`src/rtl/dram_range_decoder.sv`:
```
module dram_range_decoder #(
  parameter int NUM_RANGES = 8,
  localparam int IDXW = (NUM_RANGES > 1) ? $clog2(NUM_RANGES) : 1
) (
  input  logic            clk,
  input  logic            rst_n,
  input  logic            cfg_we,
  input  logic [IDXW-1:0] cfg_idx,
  input  logic [1:0]      cfg_sel,
  input  logic [31:0]     cfg_wdata,
  output logic            cfg_err,
  input  logic            in_valid,
  input  logic [47:0]     in_addr,
  output logic            out_valid,
  output logic            out_hit,
  output logic            out_oob,
  output logic [2:0]      out_node,
  output logic [1:0]      out_ilv_bits,
  output logic [IDXW-1:0] out_range,
  output logic [47:0]     out_addr
);

  logic [1:0]  r_en   [NUM_RANGES];
  logic [2:0]  r_mask [NUM_RANGES];
  logic [23:0] r_base [NUM_RANGES];
  logic [23:0] r_lim  [NUM_RANGES];
  logic [2:0]  r_isel [NUM_RANGES];
  logic [2:0]  r_node [NUM_RANGES];

  logic        sw_en;
  logic [6:0]  sw_base, sw_lim, sw_size;

  logic [NUM_RANGES-1:0] hit_vec;
  logic                  found;
  logic [IDXW-1:0]       win;
  logic [1:0]            ilv_bits;
  logic                  swap_cond;
  logic [47:0]           addr_next;
  logic [6:0]            region;

  wire [2:0] wmask      = cfg_wdata[26:24];
  wire       mask_legal = (wmask == 3'd0) || (wmask == 3'd1) || (wmask == 3'd3) || (wmask == 3'd7);

  always_ff @(posedge clk) begin
    if (!rst_n) begin
      for (int i = 0; i < NUM_RANGES; i++) begin
        r_en[i]   <= '0;
        r_mask[i] <= '0;
        r_base[i] <= '0;
        r_lim[i]  <= '0;
        r_isel[i] <= '0;
        r_node[i] <= '0;
      end
      sw_en   <= 1'b0;
      sw_base <= '0;
      sw_lim  <= '0;
      sw_size <= '0;
      cfg_err <= 1'b0;
    end else if (cfg_we) begin
      if (cfg_sel == 2'd2) begin
        sw_en   <= cfg_wdata[0];
        sw_base <= cfg_wdata[14:8];
        sw_lim  <= cfg_wdata[22:16];
        sw_size <= cfg_wdata[30:24];
      end else if (int'(cfg_idx) < NUM_RANGES) begin
        if (cfg_sel == 2'd0) begin
          r_en[cfg_idx]   <= cfg_wdata[29:28];
          r_mask[cfg_idx] <= mask_legal ? wmask : 3'd0;
          r_base[cfg_idx] <= cfg_wdata[23:0];
          if (!mask_legal) cfg_err <= 1'b1;
        end else if (cfg_sel == 2'd1) begin
          r_node[cfg_idx] <= cfg_wdata[30:28];
          r_isel[cfg_idx] <= cfg_wdata[26:24];
          r_lim[cfg_idx]  <= cfg_wdata[23:0];
        end
      end
    end
  end

  for (genvar g = 0; g < NUM_RANGES; g++) begin : g_cmp
    wire [47:0] lo = {r_base[g], 24'h000000};
    wire [47:0] hi = {r_lim[g], 24'hFFFFFF};
    wire        il = (r_mask[g] == 3'd0) || (r_isel[g] == (in_addr[14:12] & r_mask[g]));
    assign hit_vec[g] = (r_en[g] != 2'd0) && (in_addr >= lo) && (in_addr <= hi) && il;
  end

  always_comb begin
    found = 1'b0;
    win   = '0;
    for (int i = NUM_RANGES - 1; i >= 0; i--) begin
      if (hit_vec[i]) begin
        found = 1'b1;
        win   = IDXW'(i);
      end
    end
  end

  always_comb begin
    case (r_mask[win])
      3'd1:    ilv_bits = 2'd1;
      3'd3:    ilv_bits = 2'd2;
      3'd7:    ilv_bits = 2'd3;
      default: ilv_bits = 2'd0;
    endcase
  end

  assign region    = in_addr[33:27];
  assign swap_cond = sw_en && (in_addr[47:34] == '0) &&
                     (((region >= sw_base) && (region <= sw_lim)) || (region < sw_size));
  assign addr_next = (found && swap_cond) ? (in_addr ^ {14'd0, sw_base, 27'd0}) : in_addr;

  always_ff @(posedge clk) begin
    if (!rst_n) begin
      out_valid    <= 1'b0;
      out_hit      <= 1'b0;
      out_oob      <= 1'b0;
      out_node     <= '0;
      out_ilv_bits <= '0;
      out_range    <= '0;
      out_addr     <= '0;
    end else begin
      out_valid <= in_valid;
      if (in_valid) begin
        out_hit      <= found;
        out_oob      <= !found;
        out_node     <= found ? r_node[win] : 3'd0;
        out_ilv_bits <= found ? ilv_bits : 2'd0;
        out_range    <= found ? win : '0;
        out_addr     <= addr_next;
      end
    end
  end

endmodule

```
`config.mk`:
```
export PLATFORM = sky130hd
export DESIGN_NAME = dram_range_decoder
export DESIGN_NICKNAME = d
export VERILOG_FILES = /design/src/rtl/dram_range_decoder.sv
export SDC_FILE = /design/constraint.sdc
export NUM_CORES = 1
export LEC_CHECK = 0
export ABC_CLOCK_PERIOD_IN_PS = 4900
export CORE_MARGIN = 4
export CORE_UTILIZATION = 47
export DETAILED_ROUTE_END_ITERATION = 8
export DONT_BUFFER_PORTS = 1
export PLACE_DENSITY = 0.6
export SLEW_MARGIN = 10
export SYNTH_ARGS = -nofsm -noshare
export SYNTH_HDL_FRONTEND = slang
export SYNTH_SLANG_ARGS = --single-unit
export TNS_END_PERCENT = 100
```
`constraint.sdc`:
```
create_clock -name clk -period 4.9 [get_ports clk]
set_input_delay 0.245 -clock clk [delete_from_list [all_inputs] [get_ports clk]]
set_output_delay 0.245 -clock clk [all_outputs]
set_load 0.005 [all_outputs]
```
Word-level counts from Yosys, hierarchy flattened
Memory sizes are Yosys's and may differ from the RTL's.
Index checks and enable logic that the tools add are counted.
{"block": "op_classes", "n_lt_le_gt_ge": 19, "n_eq_ne": 16, "n_mux": 52, "bitwise": 11, "reduce_logical": 68}
{"op": "$ge 48x48->1", "n": 8}
{"op": "$le 48x48->1", "n": 8}
{"op": "$mux 3", "n": 20}
{"op": "$mux 24", "n": 2}
{"op": "$mux 48", "n": 1}
{"op": "$reduce_or 24->1", "n": 2}
{"op": "$xor 48x34->48", "n": 1}
{"op": "$logic_and 1x1->1", "n": 28}
{"op": "$logic_not 3->1", "n": 9}
{"op": "$mux 1", "n": 26}
{"op": "$and 3x3->3", "n": 8}
{"op": "$eq 3x3->1", "n": 8}
{"op": "$reduce_bool 2->1", "n": 8}
{"op": "$logic_not 14->1", "n": 1}
{"op": "$logic_or 1x1->1", "n": 12}
{"op": "$reduce_or 3->1", "n": 3}
{"op": "$ge 7x7->1", "n": 1}
{"op": "$le 7x7->1", "n": 1}
{"op": "$lt 7x7->1", "n": 1}
{"op": "$eq 3x1->1 const B", "n": 2}
{"op": "$eq 3x2->1 const B", "n": 2}
{"op": "$eq 3x3->1 const B", "n": 2}
{"op": "$pmux 2 s3", "n": 1}
{"op": "$mux 2", "n": 2}
{"op": "other kinds (8)", "n": 9}
{"block": "word_totals", "regBits": 82, "ram_bits": 472, "word_cells": 184, "memories": 6}
{"name": "r_base", "words": 8, "word_bits": 24, "rd": 8, "rd_ports_with_merged_regs": 0, "wr": 8, "line_no": "25", "text": "logic [23:0] r_base [NUM_RANGES];"}
{"name": "r_lim", "words": 8, "word_bits": 24, "rd": 8, "rd_ports_with_merged_regs": 0, "wr": 8, "line_no": "26", "text": "logic [23:0] r_lim [NUM_RANGES];"}
{"name": "r_isel", "words": 8, "word_bits": 3, "rd": 8, "rd_ports_with_merged_regs": 0, "wr": 8, "line_no": "27", "text": "logic [2:0] r_isel [NUM_RANGES];"}
{"name": "r_mask", "words": 8, "word_bits": 3, "rd": 9, "rd_ports_with_merged_regs": 0, "wr": 8, "line_no": "24", "text": "logic [2:0] r_mask [NUM_RANGES];"}
{"name": "r_node", "words": 8, "word_bits": 3, "rd": 1, "rd_ports_with_merged_regs": 0, "wr": 8, "line_no": "28", "text": "logic [2:0] r_node [NUM_RANGES];"}
{"name": "r_en", "words": 8, "word_bits": 2, "rd": 8, "rd_ports_with_merged_regs": 0, "wr": 8, "line_no": "23", "text": "logic [1:0] r_en [NUM_RANGES];"}

Depth between registers and ports, before layout
Gate-level depths: netlist of run 1.
An unclocked memory read counts as a cell.
{"block": "logic_depth", "word_depth": 17, "ltp_mapped": 17}

Worst setup path before layout of run 1
No wires, ideal clock.
{"block": "synth_timing", "kind": "input port to flip-flop", "start": "in cfg_we", "end": "mem r_isel[3][0], enable pin", "setup_time_ns": 0.459, "arrival_ns": 3.228, "t_required_ns": 4.441, "setup_slack_ns": 1.213, "path_stages": 5, "path_buffers": 1, "cell_sequence": "nor2b_1 -> nand2_1 -> or3_1 -> clkbuf_1 -> o21ai_0"}
{"element": "from (decl)", "line_no": "7", "text": "input logic cfg_we,"}
{"element": "to (decl)", "line_no": "27"}

==> flow_metrics.env, run 1 <==
export IMPL_max_stage_delay_ps=640
export IMPL_start_kind="register"
export IMPL_max_clock_path_buffers=3
export IMPL_worstRegToRegCells=14
export IMPL_max_slew_margin=0.2080
export IMPL_endpoint_kind="register"
export IMPL_postCtsSetupBuffers=0
export IMPL_syn_to_final_growth_pct=12.90
export IMPL_finalSetupTns_ps=0
export IMPL_tritoncts="done"
export IMPL_track_usage=0.2807
export IMPL_clock_root_buffer="clkbuf_16"
export IMPL_num_vias=24040
export IMPL_finClkSkew_ps=35.90
export IMPL_syn_inst=3023
export IMPL_dr_pass1_iters=5
export IMPL_path_cells="inv_1, ha_1, a21o_1, a221o_1, a221oi_1, o211ai_1, o31ai_1, o211ai_2, a221oi_4, mux2i_1, mux2_2, a32o_1, and3_1, o41ai_2"
export IMPL_p_leak_nw=16.24
export IMPL_grt_pass1_wl_um=151500
export IMPL_fin_cells=4014
export IMPL_dpl_cell_count=3796
export IMPL_critPathRequiredTime_ps=5430
export IMPL_drc=0
export IMPL_nNetsFinal=3581
export IMPL_crit_end="out_ilv_bits[0]"
export IMPL_clk_pin_slew_worst_paths_ps=60
export IMPL_ir_drop_mv=0.2702
export IMPL_initial_core_util=0.4758
export IMPL_yosysMostFrequentCell="edfxtp_1"
export IMPL_cts_made_buffers=61
export IMPL_yosysWarnings=0
export IMPL_period_minus_slack_ps=4363
export IMPL_layout_drive_gt1_share=0.05520
export IMPL_dp_slack_ps=488.3
export IMPL_rows=95
export IMPL_clkSinkCount=554
export IMPL_worstSkewPairLatency_ps=640
export IMPL_wirelength_um=104400
export IMPL_synth_area_top_cells="edfxtp_1 (44%), ha_1 (16%), and2_1 (5.7%)"
export IMPL_ant_nets=0
export IMPL_die_area_mm2=0.07260
export IMPL_synth_area_mm2=0.03212
export IMPL_synth_area_per_cell_um2=10.63
export IMPL_criticalPathCategory="reg -> reg"
export IMPL_die_w_um=269.4
export IMPL_drt_iter0_drc=2797
export IMPL_cap_violations=0
export IMPL_fmax_ghz=0.2292
export IMPL_slowest_stage="a221oi_4"
export IMPL_r2r_end="out_ilv_bits[0]"
export IMPL_hold_class="in -> reg"
export IMPL_htreeDepth=2
export IMPL_synth_common_cells="edfxtp_1 (472), inv_1 (413), ha_1 (404)"
export IMPL_overflow=0
export IMPL_synth_seq_cells=554
export IMPL_synth_edff_count=472
export IMPL_fp_dieH_um=269.4
export IMPL_p_per_area_mw_per_mm2=315.9
export IMPL_worstSetupStartpoint="r_lim[7][2]"
export IMPL_drv_slew=0
export IMPL_first_global_vias=23160
export IMPL_viasPerCell=5.988
export IMPL_syn_num_nets=3516
export IMPL_dp_hpwl_um=61780
export IMPL_grt_antenna_before_repair=18
export IMPL_ys_types=79
export IMPL_routabilityCongestion=0.8901
export IMPL_synth_async_reset_ratio=0
export IMPL_worstMarginPinSlew_ps=1185
export IMPL_synth_seq_area_share=0.4923
export IMPL_synth_top_area_cell="edfxtp_1"
export IMPL_core_mm2=0.06751
export IMPL_setup_ws_ps=537.3
export IMPL_timing_reg2reg_setup_slack_ps=540
export IMPL_status="finished clean"
export IMPL_rsz0062_at_grt="no"
export IMPL_portBuffers=0
export IMPL_holdWs_ps=31.73
export IMPL_report_final_hold_viol_count=0
export IMPL_ioPinCount=149
export IMPL_cp_max_fo=10
export IMPL_setup_viol=0
export IMPL_synthFlopType="edfxtp_1"
export IMPL_grt_max_degree=83
export IMPL_synth_top_area_share=0.4412
export IMPL_final_util=0.5372
export IMPL_reg2reg_from="r_lim[7][2]"
export IMPL_fin_crit_sh=0.8903
export IMPL_wire_per_inst_um=26.02
export IMPL_worstPathArrival_ps=4900
export IMPL_cts_resized_gates=0
[cells in the final DEF, fill, tap and decap left out, types with 14 or more instances in the layout]
| master | instances |
|---|---|
| dfxtp_1 | 82 |
| nand4_1 | 69 |
| edfxtp_1 | 472 |
| a21oi_1 | 182 |
| buf_4 | 28 |
| inv_1 | 413 |
| and2_1 | 291 |
| a211oi_1 | 19 |
| clkbuf_1 | 14 |
| clkbuf_16 | 66 |
| nand3_1 | 52 |
| dlygate4sd3_1 | 77 |
| a21o_1 | 58 |
| o21ai_0 | 59 |
| and3_1 | 174 |
| o21a_1 | 24 |
| mux2i_1 | 69 |
| nor2_1 | 141 |
| nand2_1 | 144 |
| buf_12 | 24 |
| nor4_1 | 18 |
| ha_1 | 404 |
| nor3_1 | 21 |
[routing by layer]
layer | up-vias | part of all wire | track usage
li1 | 10880 | - | -
met1 | 11790 | 0.40 | 0.3736
met2 | 1073 | 0.45 | 0.4490
met3 | 291 | 0.093 | 0.04561
met4 | 0 | 0.056 | 0.1365
met5 | - | 0 | 0
[where the power goes]
part | internal (mW) | leakage, nW | switching (mW)
sequential | 5.36 | 5.16 | 0.110
combinational | 0.574 | 10.1 | 0.878
clock | 2.63 | 0.964 | 1.91
total | 8.56 | 16.2 | 2.89
[kinds of logic after synthesis]
| kind of cell | count (synthesis) | synth area share |
|---|---|---|
| AO/OA/AOI/OAI | 468 | 0.09515 |
| flip-flops | 554 | 0.4923 |
| XOR/XNOR | 2 | 0.0005454 |
| adder cells (fa/ha/maj) | 404 | 0.1574 |
| AND/OR/NAND/NOR | 980 | 0.1682 |
| buffers and inverters | 543 | 0.06388 |
| multiplexers | 72 | 0.02255 |
[cell type report]
type | count | area (um^2)
repair buffers | 130 | 1489
diodes | 7 | 17.52
well taps | 873 | 1092
clock inverters | 26 | 198.9
fillers | 5784 | 31250
clock buffers | 83 | 1745
flip-flops and latches | 554 | 15820
multi-input cells | 1926 | 14350
inverters | 415 | 1558
[worst max-delay path, delay by kind of cell (launching register included)]
| family | cells | cell delay, ps |
|---|---|---|
| AO/OA/AOI/OAI | 9 | 2910 |
| adder cells (fa/ha/maj) | 1 | 230 |
| buffers and inverters | 1 | 70 |
| flip-flops | 1 | 360 |
| multiplexers | 2 | 500 |
| AND/OR/NAND/NOR | 1 | 200 |
[flip-flops by register name, indices dropped and copies added, names as in the netlist]
name,cells
cfg_err,1
out_addr,48
out_hit,1
out_ilv_bits,2
out_node,3
out_oob,1
out_range,3
out_valid,1
r_base,192
r_en,16
r_isel,24
r_lim,192
r_mask,24
r_node,24
sw_base,7
sw_en,1
sw_lim,7
sw_size,7
[how the worst min path moves through the flow]
| stage | start | endpoint | slack [ps] | depth (start not counted) |
|---|---|---|---|---|
| finish | in_valid | out_valid | 30 | 2 |
| global route | cfg_wdata[1] | r_base[3][1] | 20 | 2 |
| CTS | cfg_wdata[21] | r_base[7][21] | 2 | 2 |
| detailed placement | in_valid | out_hit | 350 | 1 |
| global placement | in_valid | out_hit | 350 | 1 |
| floorplan | cfg_wdata[0] | sw_en | 380 | 2 |
[stage by stage]
step	total power, mW	area [um^2]
floorplan	6.450	32120
global placement	6.672	33020
detailed placement	6.750	33020
CTS	11.49	36240
global route	11.88	36260
finish	11.46	36270
[repair_timing]
item	4_1_cts	5_1_grt
hold buffers	102	0
endpoints found under the hold margin	537	0
setup endpoints to repair	0	0
Power figures use the tool's default switching activity.
==> run 2: changes to the inputs <==
Settings changed: ABC_CLOCK_PERIOD_IN_PS 4900 to 4700.
Clock period 4.9 ns to 4.7 ns, I/O delays scaled along.
==> flow_metrics.env, run 2 (synthesis results as in run 1) <==
export IMPL_fp_dieH_um=269.4
export IMPL_criticalPathCategory="reg -> reg"
export IMPL_ioPinCount=149
export IMPL_cp_max_fo=10
export IMPL_whs_path_depth=2
export IMPL_worstMarginPinSlew_ps=1153
export IMPL_final_cell_mix="edfxtp_1 (472), inv_1 (413), ha_1 (404), and2_1 (291), a21oi_1 (182)"
export IMPL_portBuffers=0
export IMPL_nNetsFinal=3597
export IMPL_core_mm2=0.06751
export IMPL_cts_made_buffers=66
export IMPL_slowest_stage="a2111oi_0"
export IMPL_worstPathArrival_ps=4660
export IMPL_critPathRequiredTime_ps=5200
export IMPL_viasPerCell=6.029
export IMPL_period_minus_slack_ps=4164
export IMPL_dp_hpwl_um=63990
export IMPL_dr_pass1_iters=8
export IMPL_overflow=0
export IMPL_hold_class="in -> reg"
export IMPL_rows=95
export IMPL_ir_drop_mv=0.2441
export IMPL_p_clk_frac=0.407
export IMPL_max_clock_path_buffers=3
export IMPL_grt_antenna_before_repair=23
export IMPL_die_w_um=269.4
export IMPL_max_slew_margin=0.2282
export IMPL_rsz0062_at_grt="no"
export IMPL_pwr_share_seq=0.468
export IMPL_switching_share=0.2523
export IMPL_status="finished clean"
export IMPL_p_total_mw=12.21
export IMPL_combPwrFrac=0.125
export IMPL_clock_root_buffer="clkbuf_16"
export IMPL_worstSkewPairLatency_ps=600
export IMPL_worstRegToRegCells=16
export IMPL_reg2reg_from="r_base[6][13]"
export IMPL_cts_resized_gates=0
export IMPL_drc=0
export IMPL_min_from="cfg_wdata[21]"
export IMPL_finalSetupTns_ps=0
export IMPL_p_leak_nw=16.33
export IMPL_fin_crit_sh=0.8859
export IMPL_r2r_end="out_ilv_bits[0]"
export IMPL_die_area_mm2=0.07260
export IMPL_max_stage_delay_ps=500
export IMPL_initial_core_util=0.4758
export IMPL_endpoint_kind="register"
export IMPL_first_global_vias=23520
export IMPL_switching_power_mw=3.080
export IMPL_cap_violations=0
export IMPL_tritoncts="done"
export IMPL_htreeDepth=3
export IMPL_routabilityCongestion=0.8962
export IMPL_ant_nets=0
export IMPL_track_usage=0.2882
export IMPL_report_final_hold_viol_count=0
export IMPL_clk_pin_slew_worst_paths_ps=60
export IMPL_start_kind="register"
export IMPL_finClkSkew_ps=19.53
export IMPL_grt_max_degree=82
export IMPL_setup_viol=0
export IMPL_grt_pass1_wl_um=154100
export IMPL_power_internal_mw=9.126
export IMPL_fmax_ghz=0.2402
export IMPL_worstHoldEndpoint="r_base[7][21]"
export IMPL_path_cells="inv_1, ha_1, a21oi_1, o22ai_1, a2111oi_0, o211ai_1, nor3_1, buf_4, o211ai_2, a221oi_4, buf_12, mux2_1, nor3b_1, a211oi_1, and3_1, o41ai_2"
export IMPL_largest_registers="r_base x192, r_lim x192, out_addr x48"
export IMPL_syn_to_final_growth_pct=13.56
export IMPL_wirelength_um=107100
export IMPL_p_per_area_mw_per_mm2=334.6
export IMPL_layout_drive_gt1_share=0.05972
export IMPL_clkSinkCount=554
export IMPL_final_common_cell="edfxtp_1"
export IMPL_wire_per_inst_um=26.55
export IMPL_timing_reg2reg_setup_slack_ps=540
export IMPL_num_vias=24320
export IMPL_drt_iter0_drc=2858
export IMPL_drv_slew=0
## run 2: cell types whose count changed in the layout (fill, tap and decap cells not counted), moves of 2 or more
cell / previous run / this run
inv_6: 1 / 3
diode_2: 7 / 13
clkinv_1: 10 / 8
clkinvlp_4: 0 / 2
clkbuf_16: 66 / 69
clkinv_2: 12 / 8
buf_4: 28 / 39
## run 2: critical path, delay by kind of cell, from the launching register on
kind | cells | cell delay [ps]
adders and majority gates | 1 | 240
muxes | 1 | 340
DFF | 1 | 350
buffers and inverters | 3 | 470
and+or+nand+nor | 3 | 850
AOI/OAI and AO/OA | 8 | 1780
## run 2: layout make-up
cell class | count | area [um^2]
Clock inverter | 26 | 242.7
Multi-Input combinational cell | 1926 | 14350
Inverter | 415 | 1558
Sequential cell | 554 | 15820
Fill cell | 5804 | 31030
Antenna cell | 13 | 32.53
Tap cell | 873 | 1092
Clock buffer | 86 | 1810
Timing Repair Buffer | 141 | 1582
## run 2: power by group through the flow
stage | clock network, mW | logic (mW) | registers (mW)
after detailed placement | 0 | 1.24 | 5.81
final | 4.97 | 1.53 | 5.71
after global placement | 0 | 1.17 | 5.80
after floorplan | 0 | 0.958 | 5.77
after CTS | 5.04 | 1.51 | 5.71
after global routing | 5.24 | 1.70 | 5.73
## run 2: how the worst max path moves through the flow
stage                              from              end  slack [ps]
after floorplan                  cfg_we     r_isel[3][0]        1020
after global placement      r_lim[7][2]  out_ilv_bits[0]         460
after detailed placement   r_lim[4][22]  out_ilv_bits[0]         400
after CTS                  r_lim[4][22]  out_ilv_bits[0]         360
after global routing       r_lim[4][22]  out_ilv_bits[0]         210
final                     r_base[6][13]  out_ilv_bits[0]         540
## run 2: metrics by stage
| stage | util | instance area [um^2] | setup slack (ps) | hold WS, ps | instances |
|---|---|---|---|---|---|
| floorplan | - | 32120 | 1023 | 371.0 | 3023 |
| global placement | 0.4903 | 33100 | 462.5 | 341.8 | 3807 |
| detailed placement | 0.4903 | 33100 | 401.8 | 343.8 | 3807 |
| CTS | 0.5395 | 36430 | 363.7 | 26.49 | 4020 |
| global route | 0.5399 | 36450 | 207.6 | 22.77 | 4021 |
| finish | 0.5403 | 36480 | 536.5 | 54.27 | 4034 |
## run 2: timing repair
action | in CTS | in global routing
hold buffers | 101 | 0
buffers inserted | 0 | 1
endpoints found under the hold margin | 558 | 0
endpoints found under the setup margin | 0 | 1
## run 2: metal layers
metal | part of all wire | global-route usage
met5 | 0 | 0
met3 | 0.089 | 0.04890
met4 | 0.055 | 0.1413
met2 | 0.46 | 0.4664
met1 | 0.39 | 0.3772
